`src/rtl/pin_irq_pkg.sv`:
```
package pin_irq_pkg;
   localparam int unsigned ENTRY_W   = 32;
   localparam int unsigned VECTOR_W  = 8;
   localparam int unsigned MODE_W    = 3;
   localparam int unsigned MODE_LSB  = 8;
   localparam int unsigned PEND_BIT  = 12;
   localparam int unsigned POL_BIT   = 13;
   localparam int unsigned INSVC_BIT = 14;
   localparam int unsigned TRIG_BIT  = 15;
   localparam int unsigned MASK_BIT  = 16;

   localparam logic [MODE_W-1:0] DM_FIXED  = 3'd0;
   localparam logic [MODE_W-1:0] DM_SMI    = 3'd2;
   localparam logic [MODE_W-1:0] DM_NMI    = 3'd4;
   localparam logic [MODE_W-1:0] DM_EXTINT = 3'd7;

   typedef struct packed {
      logic                masked;
      logic                trig_level;
      logic                pol_low;
      logic [MODE_W-1:0]   mode;
      logic [VECTOR_W-1:0] vector;
   } entry_cfg_t;
endpackage

```
`src/rtl/pin_irq_sync.sv`:
```
module pin_irq_sync #(
   parameter int unsigned STAGES = 2
) (
   input  logic clk,
   input  logic rst_n,
   input  logic d_in,
   output logic q_out
);
   localparam int unsigned LAST = STAGES - 1;

   logic [LAST:0] chain_q;

   if (STAGES < 2) begin : g_bad_stages
      $error("pin_irq_sync: STAGES must be at least 2");
   end

   always_ff @(posedge clk or negedge rst_n) begin
      if (!rst_n) chain_q <= '0;
      else        chain_q <= {chain_q[LAST-1:0], d_in};
   end

   assign q_out = chain_q[LAST];
endmodule

```
`src/rtl/pin_irq_cfg_reg.sv`:
```
module pin_irq_cfg_reg
   import pin_irq_pkg::*;
#(
   parameter int unsigned BYTES        = ENTRY_W / 8,
   parameter bit          RESET_MASKED = 1'b1
) (
   input  logic               clk,
   input  logic               rst_n,
   input  logic               we,
   input  logic [BYTES-1:0]   be,
   input  logic [ENTRY_W-1:0] wdata,
   output entry_cfg_t         cfg
);
   localparam int unsigned LANE_VEC  = 0;
   localparam int unsigned LANE_CTL  = MODE_LSB / 8;
   localparam int unsigned LANE_MASK = MASK_BIT / 8;

   logic [BYTES-1:0] lane_wr;

   for (genvar l = 0; l < BYTES; l++) begin : g_lane
      assign lane_wr[l] = we & be[l];
   end

   always_ff @(posedge clk or negedge rst_n) begin
      if (!rst_n) begin
         cfg.vector <= '0;
      end else if (lane_wr[LANE_VEC]) begin
         cfg.vector <= wdata[VECTOR_W-1:0];
      end
   end

   always_ff @(posedge clk or negedge rst_n) begin
      if (!rst_n) begin
         cfg.mode       <= DM_FIXED;
         cfg.pol_low    <= 1'b0;
         cfg.trig_level <= 1'b0;
      end else if (lane_wr[LANE_CTL]) begin
         cfg.mode       <= wdata[MODE_LSB +: MODE_W];
         cfg.pol_low    <= wdata[POL_BIT];
         cfg.trig_level <= wdata[TRIG_BIT];
      end
   end

   always_ff @(posedge clk or negedge rst_n) begin
      if (!rst_n) begin
         cfg.masked <= RESET_MASKED;
      end else if (lane_wr[LANE_MASK]) begin
         cfg.masked <= wdata[MASK_BIT];
      end
   end

   logic unused_wbits;
   assign unused_wbits = ^{wdata[ENTRY_W-1:MASK_BIT+1], wdata[INSVC_BIT],
                           wdata[PEND_BIT], wdata[MODE_LSB+MODE_W],
                           lane_wr[BYTES-1]};
endmodule

```
`src/rtl/pin_irq_detect.sv`:
```
module pin_irq_detect (
   input  logic clk,
   input  logic rst_n,
   input  logic sense,
   input  logic pol_low,
   input  logic trig_level,
   input  logic masked,
   input  logic is_fixed,
   input  logic ack,
   input  logic eoi,
   output logic pend,
   output logic in_svc
);
   logic active;
   logic active_q;
   logic edge_hit;
   logic level_hit;
   logic raise;
   logic taken;

   assign active    = sense ^ pol_low;
   assign edge_hit  = active & ~active_q;
   assign level_hit = active & ~in_svc;
   assign raise     = ~pend & ~masked & (trig_level ? level_hit : edge_hit);
   assign taken     = pend & ack;

   always_ff @(posedge clk or negedge rst_n) begin
      if (!rst_n) active_q <= 1'b0;
      else        active_q <= active;
   end

   always_ff @(posedge clk or negedge rst_n) begin
      if (!rst_n)     pend <= 1'b0;
      else if (taken) pend <= 1'b0;
      else if (raise) pend <= 1'b1;
   end

   always_ff @(posedge clk or negedge rst_n) begin
      if (!rst_n)                               in_svc <= 1'b0;
      else if (taken && trig_level && is_fixed) in_svc <= 1'b1;
      else if (eoi)                             in_svc <= 1'b0;
   end
endmodule

```
`src/rtl/pin_irq_entry.sv`:
```
module pin_irq_entry
   import pin_irq_pkg::*;
#(
   parameter bit          ASYNC_SRC    = 1'b1,
   parameter int unsigned SYNC_STAGES  = 2,
   parameter bit          RESET_MASKED = 1'b1,
   parameter int unsigned REG_W        = 32
) (
   input  logic                clk,
   input  logic                rst_n,
   input  logic                src_in,
   input  logic                reg_we,
   input  logic [REG_W/8-1:0]  reg_be,
   input  logic [REG_W-1:0]    reg_wdata,
   output logic [REG_W-1:0]    reg_rdata,
   input  logic                eoi_in,
   output logic                req_valid,
   output logic [VECTOR_W-1:0] req_vector,
   output logic [MODE_W-1:0]   req_mode,
   input  logic                req_ack
);
   localparam int unsigned BYTES = REG_W / 8;

   if (REG_W != ENTRY_W) begin : g_bad_width
      $error("pin_irq_entry: REG_W must equal the entry width");
   end

   entry_cfg_t cfg;
   logic       sense;
   logic       pend;
   logic       in_svc;

   if (ASYNC_SRC) begin : g_sync
      pin_irq_sync #(.STAGES(SYNC_STAGES)) u_sync (
         .clk   (clk),
         .rst_n (rst_n),
         .d_in  (src_in),
         .q_out (sense)
      );
   end else begin : g_direct
      assign sense = src_in;
   end

   pin_irq_cfg_reg #(.BYTES(BYTES), .RESET_MASKED(RESET_MASKED)) u_cfg (
      .clk   (clk),
      .rst_n (rst_n),
      .we    (reg_we),
      .be    (reg_be),
      .wdata (reg_wdata),
      .cfg   (cfg)
   );

   pin_irq_detect u_det (
      .clk        (clk),
      .rst_n      (rst_n),
      .sense      (sense),
      .pol_low    (cfg.pol_low),
      .trig_level (cfg.trig_level),
      .masked     (cfg.masked),
      .is_fixed   (cfg.mode == DM_FIXED),
      .ack        (req_ack),
      .eoi        (eoi_in),
      .pend       (pend),
      .in_svc     (in_svc)
   );

   always_comb begin
      reg_rdata                     = '0;
      reg_rdata[VECTOR_W-1:0]       = cfg.vector;
      reg_rdata[MODE_LSB +: MODE_W] = cfg.mode;
      reg_rdata[PEND_BIT]           = pend;
      reg_rdata[POL_BIT]            = cfg.pol_low;
      reg_rdata[INSVC_BIT]          = in_svc;
      reg_rdata[TRIG_BIT]           = cfg.trig_level;
      reg_rdata[MASK_BIT]           = cfg.masked;
   end

   assign req_valid  = pend;
   assign req_vector = cfg.vector;
   assign req_mode   = cfg.mode;
endmodule

```
`config.mk`:
```
export PLATFORM = sky130hd
export DESIGN_NAME = pin_irq_entry
export DESIGN_NICKNAME = d
export VERILOG_FILES = /design/src/rtl/pin_irq_pkg.sv /design/src/rtl/pin_irq_sync.sv /design/src/rtl/pin_irq_cfg_reg.sv /design/src/rtl/pin_irq_detect.sv /design/src/rtl/pin_irq_entry.sv
export SDC_FILE = /design/constraint.sdc
export NUM_CORES = 1
export LEC_CHECK = 0
export BUFFER_PORTS_ARGS = -buffer_cell sky130_fd_sc_hd__buf_2
export CAP_MARGIN = 25
export CORE_AREA = 2 2 55 57
export DETAILED_ROUTE_END_ITERATION = 10
export DIE_AREA = 0 0 57 59
export PLACE_DENSITY = 0.75
export SLEW_MARGIN = 10
export SYNTH_ARGS = -nofsm -noshare
export SYNTH_HDL_FRONTEND = slang
export SYNTH_SLANG_ARGS = --single-unit
```
`constraint.sdc`:
```
create_clock -name clk -period 1.1 [get_ports clk]
set_input_delay 0.22 -clock clk [delete_from_list [all_inputs] [get_ports clk]]
set_output_delay 0.22 -clock clk [all_outputs]
set_load 0.02 [all_outputs]
```
Yosys cells after proc, flatten, opt, wreduce, memory -nomap -nowiden
Index checks and enable logic that the tools add are counted.
Word-level totals
  bits in registers: 19
  latch bits: 0
  memory bits (writable): 0
  ROM bits: 0
  input port bits: 42
  output and inout port bits: 44
  logic and storage cells: 32
  memories kept: 0
Operators by class
  $add $sub $neg: 0
  multiply operators: 0
  div/mod/pow operators: 0
  order comparisons: 0
  equality and inequality tests: 0
  shift operators: 0
  multiplexer cells: 5
  bitwise operators: 13
  reductions and logical operators: 5
Operators by type and width (number)
  1-bit bitwise AND: 8
  1-bit 2-to-1 mux: 5
  1-bit inverter: 4
  2-bit nonzero test: 2
  3-bit logical NOT: 1
  1-bit logical AND: 2
  1-bit XOR: 1

Logic depth before layout (Yosys ltp)
  depth in word-level cells: 6
  mapped depth: 2
  mapped depth without buffers: 2

Cells and area by module
From an unflattened synthesis, not the netlist that was laid out.
Unflattened totals
  cell total of the unflattened synthesis: 75
  area total of the unflattened synthesis: 930.9 um^2
Modules (own cells, without submodules)
  pin_irq_cfg_reg: instances 1, cells an instance 31, area an instance 523.0 um^2, sequential area each 351.6 um^2
  pin_irq_entry: instances 1, cells an instance 31, area an instance 231.5 um^2, sequential area each 0.0 um^2
  pin_irq_detect: instances 1, cells an instance 11, area an instance 126.4 um^2, sequential area each 75.1 um^2
  pin_irq_sync: instances 1, cells an instance 2, area an instance 50.0 um^2, sequential area each 50.0 um^2

Worst setup path before layout
No wires, ideal clock.
  kind: register -> register
  from: register u_cfg.cfg[9] (netlist name)
  to: register u_det.in_svc
  arrival time: 0.936 ns
  path slack: 0.097 ns
  cell stages (with the launch flop): 3
  buffers on the path: 0
  clock period less this slack: 1.003 ns
  cells stage by stage: dfrtp_1 nor4b_1 a32o_1
On the way
  longest elaborated chain between the ends: 3
RTL lines
  3-bit logical NOT (*): line pin_irq_entry.sv:60  | .is_fixed (cfg.mode == DM_FIXED),
  1-bit logical AND (*): line pin_irq_detect.sv:40  | else if (taken && trig_level && is_fixed) in_svc <= 1'b1;
  1-bit 2-to-1 mux / 2-bit nonzero test (equally long branches)
  end signal, assigned: line pin_irq_detect.sv:39  | if (!rst_n) in_svc <= 1'b0;
  end signal, assigned: line pin_irq_detect.sv:40
  end signal, assigned: line pin_irq_detect.sv:41  | else if (eoi) in_svc <= 1'b0;
  end, declared: line pin_irq_detect.sv:12  | output logic in_svc
Every way passes the cells marked *; elsewhere a longest branch is shown, timed or not.
A chain may end at the register's enable or synchronous reset.

Final worst setup path
  from: register u_cfg.cfg[13] (netlist name)
  to: output reg_rdata[16]
RTL lines
  end, declared: line pin_irq_entry.sv:15  | output logic [REG_W-1:0] reg_rdata,
No word-level cell between the ends.

==> reports/results.md <==
| Parameter | This run |
|:---|:---|
| Result of the run | finished with violations |
| Violations in the final reports | negative setup slack |
| Gr ovfl total | 0 |
| Startpoint of the worst setup timing path | u_cfg.cfg[13] |
| Highest Signal Layer | met3 |
| Total Nets Final | 166 |
| Netlist cell types | 13 |
| Violation count after the first detailed-route iteration | 16 |
| Port Buf Inserts | 50 |
| Detailed-routed wire length on met2 | 1040 um |
| Number of detailed-routing iterations run before antenna repair | 2 |
| Unrepaired setup endpoints after global routing | yes |
| Worst min-delay path startpoint | reg_wdata[9] |
| Final hold violations | 0 |
| Worst EP required | 880 ps |
| Arrival time of data at the critical path endpoint | 950 ps |
| Number of antenna violations at the first check in global routing | 0 |
| Antenna cell count | 0 |
| Cell type with the highest aggregate area in the netlist | sky130_fd_sc_hd__dfrtp_1 |
| Worst supply voltage drop on vdd | 0.00100 V |
| Detailed-route wire length on metal 1 | 692 um |
| Share of the cycle needed by the critical path after routing | 106% |
| Avg Inst Size Synth | 12.3 um2 |
| Netlist area before placement | 951 um2 |
| Total negative setup slack | -68.8 ps |
| Number of global-route vias before repair | 629 |
| Post-Place Cells | 141 |
| Final-report max-slew violation count | 0 |
| Share of Yosys cell area claimed by the top area cell type | 47.4% |
| Chip Height | 59 um |
| Wire length of the first global-routing pass | 2790 um |
| Combined global-route utilization of all metal layers | 10.9% |
| Layout filler cell count | 247 |
| Post-route minimum period | 1170 ps |
| Proportion of layout cells with a drive suffix above 1 | 64.2% |
| Setup clock skew after layout | 2.63 ps |
| Crit-path cells | buf_6 |
| Worst-skew pair later-pin latency | 290 ps |
| Post-detailed-route via-to-cell ratio | 4.29 |
| Cell depth of the worst min-delay path | 2 |
| Core Footprint | 2710 um2 |
| Number of top-level pins | 86 |
| Critical path class | flop to primary output |
| Final Instance Count excl. Fillers | 154 |
| Vias after detailed routing | 660 |
| Total wire length after detailed routing | 1940 um |
| Cell count after synthesis | 77 |
| CP endpoint kind | primary output |
| Number of nets with antenna violations after detailed routing | 0 |
| Final setup fails | 1 |
| Commonest non-fill, non-tap cells in the layout | sky130_fd_sc_hd__buf_6, sky130_fd_sc_hd__buf_2, sky130_fd_sc_hd__conb_1, sky130_fd_sc_hd__dfrtp_1, sky130_fd_sc_hd__mux2_2 |
| Post-synthesis register bit count | 19 |
| Total power divided by cell area | 1590 nW/um2 |
| Die Width | 57 um |
| Cell at the slowest stage of the critical path | sky130_fd_sc_hd__dfstp_2 |
| Sum of buffers and inverters on the critical path | 1 |
| Smallest hold slack | 153 ps |
| DRC violations left | 0 |
| Starting Density | 35.1% |
| Largest driver fanout on the critical path | 2 |
| Most common library cell in the layout ignoring fill and taps | sky130_fd_sc_hd__buf_6 |
| Setup WS post-layout | -68.8 ps |
| CTS tree | built |
| Tightest Hold Check Type | input port to flop |
| Highest achievable clock rate | 0.856 GHz |
| Post-route cell area | 1330 um2 |
| Die Area | 3360 um2 |
| Overall power | 2.12 mW |
| Depth of the most critical reg-to-reg path | 3 |
| Synth-to-Final Area Change | 39.6% |
| Number of clock sinks seen by CTS | 19 |
| Met3 routed wirelength | 199 um |
| CP top delay family | flip-flops |
| H-tree Lvls | 1 |
| Area contributors post-synth | sky130_fd_sc_hd__dfrtp_1, sky130_fd_sc_hd__buf_4, sky130_fd_sc_hd__mux2_2 |
| Yosys warning total | 0 |
| Critical path depth in cells | 1 |
| Cell row count | 19 |
| Leakage dissipation | 0.683 nW |
| Number of maximum-capacitance constraint violations | 0 |
| Clock transition at the registers of the reported paths | 110 ps |
| Half-perimeter wire length of the detailed placement result | 1280 um |
| CP startpoint kind | flop |
| Final Wtd Congestion | 0.665 |
| Pin count of the biggest net entering global routing | 20 |
| Number of buffers on the longest clock path | 2 |
| Clock tree root buffer cell | sky130_fd_sc_hd__clkbuf_4 |
| Wire length per cell after detailed routing | 12.6 um |
| Part of the Yosys area used for sequential elements | 50.1% |
| Worst flop-to-flop path startpoint | u_cfg.cfg[11] |
| Largest stage delay on the critical path | 550 ps |
| Number of CTS-inserted buffers | 3 |
| Cell area after placement | 1060 um2 |
## power by group
group          switching, mW  leakage, nW  total, mW  internal (mW)
Clock                  0.206       0.0177      0.341          0.135
Combinational          0.408        0.443      0.863          0.456
Sequential             0.106        0.223      0.910          0.804
## worst paths after layout
kind | end | slack (ps)
worst max-delay path | reg_rdata[16] | -70
worst min-delay path | u_cfg.cfg[9] | 150
worst max register to register | u_det.pend | 50
worst min register to register | g_sync.u_sync.chain_q[1] | 360
max in group asynchronous | u_cfg.cfg[13] | 380
min in group asynchronous | u_cfg.cfg[7] | 390
## sequential cells by signal (all words and copies together) (netlist names)
signal and count:
g_sync.u_sync.chain_q 2, u_det.active_q 1, u_det.in_svc 1, u_det.pend 1
u_cfg.cfg 14
## metal layers
| metal | up-vias | track usage (%) |
|---|---|---|
| li1 | 298 | - |
| met1 | 307 | 11.2 |
| met2 | 55 | 21.2 |
| met3 | 0 | 2.40 |
| met4 | 0 | 4.98 |
| met5 | - | 0 |
## logic make-up (layout without fill, tap and decap cells)
| group | Yosys count | count (layout) | synth area share [%] |
|---|---|---|---|
| buffers and inverters | 34 | 65 | 26.1 |
| DFF | 19 | 19 | 50.1 |
| muxes | 15 | 15 | 17.6 |
| and+or+nand+nor | 5 | 5 | 2.76 |
| AOI/OAI and AO/OA | 2 | 2 | 2.11 |
| other | 1 | 16 | 0.394 |
| xor gates and xnor gates | 1 | 1 | 0.921 |
## through the flow
stage	setup slack, ps	util, %
2_1_floorplan	96.6	-
3_3_place_gp	56.3	39.0
3_5_place_dp	51.2	39.0
4_1_cts	-88.1	44.7
5_1_grt	-126	49.0
6_report	-68.8	49.0
## Yosys cell counts
library cell	number
sky130_fd_sc_hd__buf_4	32
sky130_fd_sc_hd__dfrtp_1	18
sky130_fd_sc_hd__mux2_2	14
sky130_fd_sc_hd__a32o_1	2
sky130_fd_sc_hd__inv_1	2
sky130_fd_sc_hd__nand2_1	2
sky130_fd_sc_hd__conb_1	1
sky130_fd_sc_hd__dfstp_2	1
sky130_fd_sc_hd__mux2i_1	1
sky130_fd_sc_hd__nand2_2	1
sky130_fd_sc_hd__nor2_1	1
sky130_fd_sc_hd__nor4b_1	1
sky130_fd_sc_hd__xor2_1	1
## repair_timing
action	4_1_cts	5_1_grt
gates resized for setup	26	30
hold buffers	1	1
endpoints found under the hold margin	18	1
setup endpoints to repair	17	28
buffers inserted	5	2
## cell type report
class / instances / area, um2 / area share (%)
Timing Repair Buffer: 59 / 492 / 37.0
Sequential cell: 19 / 479 / 36.1
Multi-Input combinational cell: 39 / 283 / 21.3
Tap cell: 31 / 38.8 / 2.92
Clock buffer: 3 / 22.5 / 1.70
Inverter: 2 / 7.51 / 0.566
Clock inverter: 1 / 5.00 / 0.377
No activity file was read; power rests on OpenSTA's default activity.
